File: config.mk
export PLATFORM = sky130hd
export DESIGN_NAME = sram_lane_port
export DESIGN_NICKNAME = d
export VERILOG_FILES = /design/src/rtl/lane_port_pkg.sv /design/src/rtl/lane_decode.sv /design/src/rtl/lane_mem.sv /design/src/rtl/read_stage.sv /design/src/rtl/sram_lane_port.sv
export SDC_FILE = /design/constraint.sdc
export NUM_CORES = 2
export LEC_CHECK = 0
export BUFFER_PORTS_ARGS = -buffer_cell sky130_fd_sc_hd__buf_4
export CELL_PAD_IN_SITES_DETAIL_PLACEMENT = 1
export CELL_PAD_IN_SITES_GLOBAL_PLACEMENT = 2
export CORE_MARGIN = 2
export CORE_UTILIZATION = 47
export CTS_CLUSTER_SIZE = 24
export DETAILED_ROUTE_END_ITERATION = 6
export PLACE_DENSITY_LB_ADDON = 0.25
export SLEW_MARGIN = 25
export SYNTH_ARGS = -nofsm -noshare
export SYNTH_HDL_FRONTEND = slang
export SYNTH_SLANG_ARGS = --single-unit
File: constraint.sdc
create_clock -name clk -period 7.3 [get_ports clk]
set_clock_uncertainty 0.2 [all_clocks]
set_input_delay 1.825 -clock clk [delete_from_list [all_inputs] [get_ports clk]]
set_output_delay 1.825 -clock clk [all_outputs]
set_load 0.02 [all_outputs]
File: src/rtl/lane_port_pkg.sv
package lane_port_pkg;
  localparam int unsigned PORT_LANES  = 4;
  localparam int unsigned PORT_LANE_W = 9;
  localparam int unsigned PORT_ADDR_W = 6;

  typedef enum logic [1:0] {
    ACC_NONE  = 2'd0,
    ACC_READ  = 2'd1,
    ACC_WRITE = 2'd2
  } acc_kind_e;
endpackage

File: src/rtl/lane_decode.sv
module lane_decode
  import lane_port_pkg::*;
#(
  parameter int unsigned LANES = PORT_LANES
) (
  input  logic             cs0_n,
  input  logic             cs1,
  input  logic [LANES-1:0] lane_n,
  input  logic             rd_wr_n,
  output logic [LANES-1:0] wr_mask,
  output logic [LANES-1:0] rd_mask
);
  acc_kind_e        kind;
  logic             selected;
  logic [LANES-1:0] lanes_on;

  assign selected = !cs0_n && cs1;
  assign lanes_on = ~lane_n;

  always_comb begin
    if (!selected || lanes_on == '0) kind = ACC_NONE;
    else if (rd_wr_n)                kind = ACC_READ;
    else                             kind = ACC_WRITE;
  end

  always_comb begin
    wr_mask = '0;
    rd_mask = '0;
    case (kind)
      ACC_READ:  rd_mask = lanes_on;
      ACC_WRITE: wr_mask = lanes_on;
      default: ;
    endcase
  end
endmodule

File: src/rtl/lane_mem.sv
module lane_mem
  import lane_port_pkg::*;
#(
  parameter int unsigned LANES  = PORT_LANES,
  parameter int unsigned LANE_W = PORT_LANE_W,
  parameter int unsigned ADDR_W = PORT_ADDR_W
) (
  input  logic                    clk,
  input  logic [ADDR_W-1:0]       addr,
  input  logic [LANES*LANE_W-1:0] wdata,
  input  logic [LANES-1:0]        wr_mask,
  output logic [LANES*LANE_W-1:0] rword
);
  localparam int unsigned DEPTH = 1 << ADDR_W;

  for (genvar g = 0; g < LANES; g++) begin : g_lane
    logic [LANE_W-1:0] bank [DEPTH];

    always_ff @(posedge clk) begin
      if (wr_mask[g]) bank[addr] <= wdata[g*LANE_W +: LANE_W];
    end

    assign rword[g*LANE_W +: LANE_W] = bank[addr];
  end
endmodule

File: src/rtl/read_stage.sv
module read_stage
  import lane_port_pkg::*;
#(
  parameter int unsigned LANES  = PORT_LANES,
  parameter int unsigned LANE_W = PORT_LANE_W
) (
  input  logic                    clk,
  input  logic                    rst_n,
  input  logic [LANES-1:0]        rd_mask,
  input  logic [LANES*LANE_W-1:0] rword,
  output logic [LANES-1:0]        s1_mask,
  output logic [LANES*LANE_W-1:0] s1_data,
  output logic [LANES-1:0]        s2_mask,
  output logic [LANES*LANE_W-1:0] s2_data
);
  always_ff @(posedge clk or negedge rst_n) begin
    if (!rst_n) begin
      s1_mask <= '0;
      s1_data <= '0;
      s2_mask <= '0;
      s2_data <= '0;
    end else begin
      s1_mask <= rd_mask;
      s1_data <= rword;
      s2_mask <= s1_mask;
      s2_data <= s1_data;
    end
  end
endmodule

File: src/rtl/sram_lane_port.sv
module sram_lane_port
  import lane_port_pkg::*;
#(
  parameter int unsigned LANES  = PORT_LANES,
  parameter int unsigned LANE_W = PORT_LANE_W,
  parameter int unsigned ADDR_W = PORT_ADDR_W
) (
  input  logic                    clk,
  input  logic                    rst_n,
  input  logic                    cs0_n,
  input  logic                    cs1,
  input  logic [LANES-1:0]        lane_n,
  input  logic                    rd_wr_n,
  input  logic [ADDR_W-1:0]       addr,
  input  logic [LANES*LANE_W-1:0] wdata,
  input  logic                    out_gate_n,
  input  logic                    pipe_mode,
  output logic [LANES*LANE_W-1:0] rdata,
  output logic [LANES-1:0]        rdata_en
);
  localparam int unsigned WORD_W = LANES * LANE_W;

  logic [LANES-1:0]  wr_mask, rd_mask;
  logic [WORD_W-1:0] rword;
  logic [LANES-1:0]  s1_mask, s2_mask, sel_mask;
  logic [WORD_W-1:0] s1_data, s2_data, sel_data;

  lane_decode #(.LANES(LANES)) u_dec (
    .cs0_n   (cs0_n),
    .cs1     (cs1),
    .lane_n  (lane_n),
    .rd_wr_n (rd_wr_n),
    .wr_mask (wr_mask),
    .rd_mask (rd_mask)
  );

  lane_mem #(.LANES(LANES), .LANE_W(LANE_W), .ADDR_W(ADDR_W)) u_mem (
    .clk     (clk),
    .addr    (addr),
    .wdata   (wdata),
    .wr_mask (wr_mask),
    .rword   (rword)
  );

  read_stage #(.LANES(LANES), .LANE_W(LANE_W)) u_rs (
    .clk     (clk),
    .rst_n   (rst_n),
    .rd_mask (rd_mask),
    .rword   (rword),
    .s1_mask (s1_mask),
    .s1_data (s1_data),
    .s2_mask (s2_mask),
    .s2_data (s2_data)
  );

  assign sel_mask = pipe_mode ? s2_mask : s1_mask;
  assign sel_data = pipe_mode ? s2_data : s1_data;

  for (genvar g = 0; g < LANES; g++) begin : g_out
    assign rdata_en[g] = sel_mask[g] && !out_gate_n;
    assign rdata[g*LANE_W +: LANE_W] = rdata_en[g] ? sel_data[g*LANE_W +: LANE_W] : '0;
  end
endmodule

After elaboration in Yosys (flattened, before gate mapping)
Memories as Yosys holds them, arrays and structs flattened. A register that Yosys moved wholly into a read port is not among the register bits.
Cells that the tools add are included.
Widths: inputs -> output; s select.

storage, ports and cells
  memory bits (writable) = 2,304
  output and inout port bits = 40
  input bits = 53
  register bits = 44
  logic and storage cells = 42
  memories kept = 4

memory list
  memory                depth  width  rd ports  clocked after Yosys merged registers in  write ports  RTL line        source
  u_mem.g_lane[0].bank  64     9      1         1                                        1            lane_mem.sv:17  logic [LANE_W-1:0] bank [DEPTH];
  u_mem.g_lane[1].bank  64     9      1         1                                        1            lane_mem.sv:17
  u_mem.g_lane[2].bank  64     9      1         1                                        1            lane_mem.sv:17
  u_mem.g_lane[3].bank  64     9      1         1                                        1            lane_mem.sv:17

cells by class
  reductions and logical operators = 14
  mux-type cells = 18
  bitwise gates (word level) = 1
  equality and inequality tests = 2

operator list
  cell                number
  $mux 36             1
  $mux 9              4
  $mux 4              3
  $mux 1              8
  $logic_not 1->1     7
  $logic_and 1x1->1   5
  $logic_not 4->1     1
  $mux 2              2
  $not 4->4           1
  $eq 2x1->1 const B  1
  $eq 2x2->1 const B  1
  $logic_or 1x1->1    1

Logic depth before layout (Yosys ltp)
  depth after elaboration = 9
  depth in mapped cells = 11
  depth with buffers taken out = 6

Cells and area by module
Synthesis repeated with hierarchy kept, for this count alone.

second synthesis, totals
  cell total of the unflattened synthesis = 5,247
  area, all modules = 90,458.0 um^2

by module, submodules not included
  module          instances  seq. area each (um^2)  area each (um^2)  cells each
  lane_mem        1          69,186.4               87,589.0          5,023
  read_stage      1          2,001.9                2,001.9           80
  sram_lane_port  1          0.0                    782.0             136
  lane_decode     1          0.0                    85.1              8

Worst setup path before layout
No wires, ideal clock.

  path kind = in2out
  start point = in pipe_mode
  end point = out rdata[24]
  buffers on the path = 3
  path slack = 1,921 ps
  data required time = 5,275 ps
  data arrival time = 3,354 ps
  stages on the path = 5
  cells stage by stage = clkbuf_1 buf_1 buf_1 mux2i_1 nor2_1

between the ends
  longest elaborated chain between the ends = 3
  elaborated cells between the ends (all ways) = 4
  classes of those cells = 3 x mux; 1 x reduce/logical

ends and longest elaborated chain
  item               RTL line              source
  start, declared    sram_lane_port.sv:17  input logic pipe_mode,
  $mux 4             sram_lane_port.sv:56  assign sel_mask = pipe_mode ? s2_mask : s1_mask;
  $logic_and 1x1->1  sram_lane_port.sv:60  assign rdata_en[g] = sel_mask[g] && !out_gate_n;
  $mux 9 *           sram_lane_port.sv:61  assign rdata[g*LANE_W +: LANE_W] = rdata_en[g] ? sel_data[g*LANE_W +: LANE_W] : '0;
  end, declared      sram_lane_port.sv:18  output logic [LANES*LANE_W-1:0] rdata,

Mark *: on every way between the ends. The rest lies on a longest branch, timed or not.

Worst setup path in the final report
  start point = in pipe_mode
  end point = out rdata[23]

Same word-level chain as after synthesis.

==> impl_metrics.env <==
export IMPL_run_status="complete, no violations"
export IMPL_avgSynthCellArea_um2=17.9
export IMPL_drc=0
export IMPL_layout_common_cells="edfxtp_1, a221oi_1, nor2_1, mux2i_1, buf_4"
export IMPL_drt_iter0_markers=7415
export IMPL_gp_congestion=0.852
export IMPL_num_vias=52700
export IMPL_drv_slew=0
export IMPL_finalSetupViolCount=0
export IMPL_grt_pass1_vias=52600
export IMPL_worst_setup_path_start_kind="primary input"
export IMPL_synthTopCellsByArea="edfxtp_1, a221oi_1, mux2i_1"
export IMPL_finalCritPeriodShare_pct=77.6
export IMPL_synth_largest_area_cell="edfxtp_1"
export IMPL_cts_resized=0
export IMPL_ant_nets=0
export IMPL_cp_end_kind="output port"
export IMPL_dp_cells=7439
export IMPL_cp_arrival_ns=3.64
export IMPL_pre_cts_ws_ns=1.27
export IMPL_synth_compound_area_share_pct=9.82
export IMPL_ff2ff_setup_slack_ns=3.92
export IMPL_synthesis_area_um2=90500
export IMPL_routed_wl_mm=300
export IMPL_mostFrequentLayoutCell="edfxtp_1"
export IMPL_drtPass1Iterations=7
export IMPL_tightest_slew_ns=1.12
export IMPL_cts_sinks=2384
export IMPL_numCtsBuffers=235
export IMPL_rsz0062_at_grt="false"
export IMPL_die_w_um=443
export IMPL_die_area_um2=196000
export IMPL_whs_endpoint="u_rs.s2_mask[3]$_DFF_PN0_"
export IMPL_ys_seq_elements=2384
export IMPL_holdWs_ns=0.177
export IMPL_cp_max_fo=22
export IMPL_grt_max_degree=110
export IMPL_finalSetupTns_ns=0
export IMPL_synth_xor_xnor_area_share_pct=0
export IMPL_cts_tree="built"
export IMPL_fin_crit_ns=5.66
export IMPL_synth_simple_area_share_pct=3.20
export IMPL_cts_hold_buf=0
export IMPL_drive_gt1_share_pct=15.9
export IMPL_hp_class="flop to flop"
export IMPL_synth_cell_types=51
export IMPL_setup_ws_ns=1.64
export IMPL_cp_data_required_time_ns=5.28
export IMPL_drt_wirelength_per_cell_um=38.0
export IMPL_die_h_um=443
export IMPL_rr_worst_depth=5
export IMPL_worst_setup_path_type="primary input to output port"
export IMPL_hpwlAfterDp_mm=185
export IMPL_hold_path_depth=0
export IMPL_power_density_nw_per_um2=283
export IMPL_syn_inst=5043
export IMPL_p_leak_nw=32.5
export IMPL_grt_overflow_total=0
export IMPL_synth_top_family_by_area="compound AO/OA/AOI/OAI gates"
export IMPL_yosysSeqAreaShare_pct=78.7
export IMPL_antenna_found_initial=28
export IMPL_ioPinCount=93
export IMPL_io_buffers=92
export IMPL_synth_nets=5096
export IMPL_clock_latency_ns=0.89
export IMPL_ir_worst_vdd_mv=0.243
export IMPL_cts_clk_slew_worst_paths_ns=0.06
export IMPL_htreeDepth=4
export IMPL_grt_pass1_wl_mm=420
export IMPL_nets=5203
export IMPL_syn_to_final_growth_pct=12.8
export IMPL_clockBufferDepth=3
export IMPL_synth_top_area_share_pct=76.4
export IMPL_synth_adder_area_share_pct=0
export IMPL_clockRootBuffer="clkbuf_16"
export IMPL_via_per_inst=6.67
export IMPL_hold_violations=0
export IMPL_rows=161
export IMPL_r2r_end="u_rs.s1_data[8]$_DFF_PN0_"
export IMPL_synth_mux_area_share_pct=6.28
export IMPL_drv_cap=0
export IMPL_max_freq_ghz=0.177
export IMPL_stdcell_count=7899
export IMPL_gr_usage_all_layers_pct=30.4
export IMPL_cts_setup_buffers=0
export IMPL_slew_headroom_pct=25.0
export IMPL_hold_start="u_rs.s1_mask[3]$_DFF_PN0_"
export IMPL_ys_warn_count=0
export IMPL_start_util_pct=47.1
export IMPL_placeableCoreArea_um2=192000
export IMPL_r2r_start="u_mem.g_lane[0].bank[58][8]$_DFFE_PP_"
-- cells by family after synthesis --
family | after synthesis
simple gates | 702
buf+inv | 397
compound gates | 1136
flops | 2384
mux | 424
-- critical path: stages --
cell	delay, ns
buf_4	0.36
buf_4	0.47
mux2i_1	0.13
or2_2	0.48
nor2_1	0.18
buf_4	0.16
-- routing by layer --
layer | global-route usage (%) | share of wire (%)
met3 | 5.90 | 9.1
met1 | 42.7 | 40
met5 | 0 | 0.0037
met2 | 46.9 | 47
met4 | 12.5 | 4.1
-- synthesized netlist by cell type (all sizes together) --
library cell / instances
a21oi: 31
a221o: 47
a22oi: 102
o221ai: 6
o221a: 15
dfrtp: 80
nor2b: 7
o2111ai: 2
and3b: 1
nand2: 113
or2: 8
o211ai: 3
or3b: 1
and2: 5
nand2b: 5
a22o: 33
a221oi: 562
buf: 183
and2b: 1
or4: 16
mux2i: 290
mux4: 113
nand4b: 1
nor3: 12
and3: 3
edfxtp: 2304
a211oi: 18
a311oi: 1
nor3b: 4
inv: 7
nor4b: 1
or3: 9
a31oi: 3
nand3: 4
o22a: 17
a2bb2oi: 1
o21ai: 116
nand4: 15
nor2: 496
mux2: 21
clkbuf: 207
o22ai: 179
-- state kept, by name (all words and copies together), names as in the netlist --
name and flops:
u_mem.g_lane.bank 2304, u_rs.s1_data 36, u_rs.s2_data 36, u_rs.s1_mask 4, u_rs.s2_mask 4
-- power by group --
group          total [W]  switching [W]  internal [W]  leakage, nW
clock             0.0122        0.00525       0.00700         3.79
combinational    0.00153        0.00111      0.000417         7.00
sequential        0.0152      0.0000952        0.0151         21.7
total             0.0289        0.00646        0.0225         32.5
-- stage by stage --
| step | total power (W) | area (um^2) | util, % |
|---|---|---|---|
| after detailed placement | 0.0170 | 94200 | 49.1 |
| after CTS | 0.0290 | 102000 | 53.1 |
| after global placement | 0.0169 | 94200 | 49.0 |
| after global routing | 0.0296 | 102000 | 53.2 |
| after floorplan | 0.0161 | 90500 | - |
| final | 0.0289 | 102000 | 53.2 |
-- final cells by class --
cell class	instances	area, um^2
Clock inverter	124	1300
Inverter	7	38.8
Fill cell	17100	89900
Timing Repair Buffer	260	2160
Multi-Input combinational cell	2262	17800
Antenna cell	15	37.5
Tap cell	2526	3160
Sequential cell	2384	71200
Clock buffer	321	6460
-- how the worst max path moves through the flow --
stage	startpoint	end
2_1_floorplan	pipe_mode	rdata[24]
3_3_place_gp	addr[2]	u_mem.g_lane[1].bank[5][0]$_DFFE_PP_
3_5_place_dp	addr[2]	u_mem.g_lane[1].bank[5][0]$_DFFE_PP_
4_1_cts	pipe_mode	rdata[24]
5_1_grt	pipe_mode	rdata[24]
6_report	pipe_mode	rdata[23]
Power figures use the tool's default switching activity.
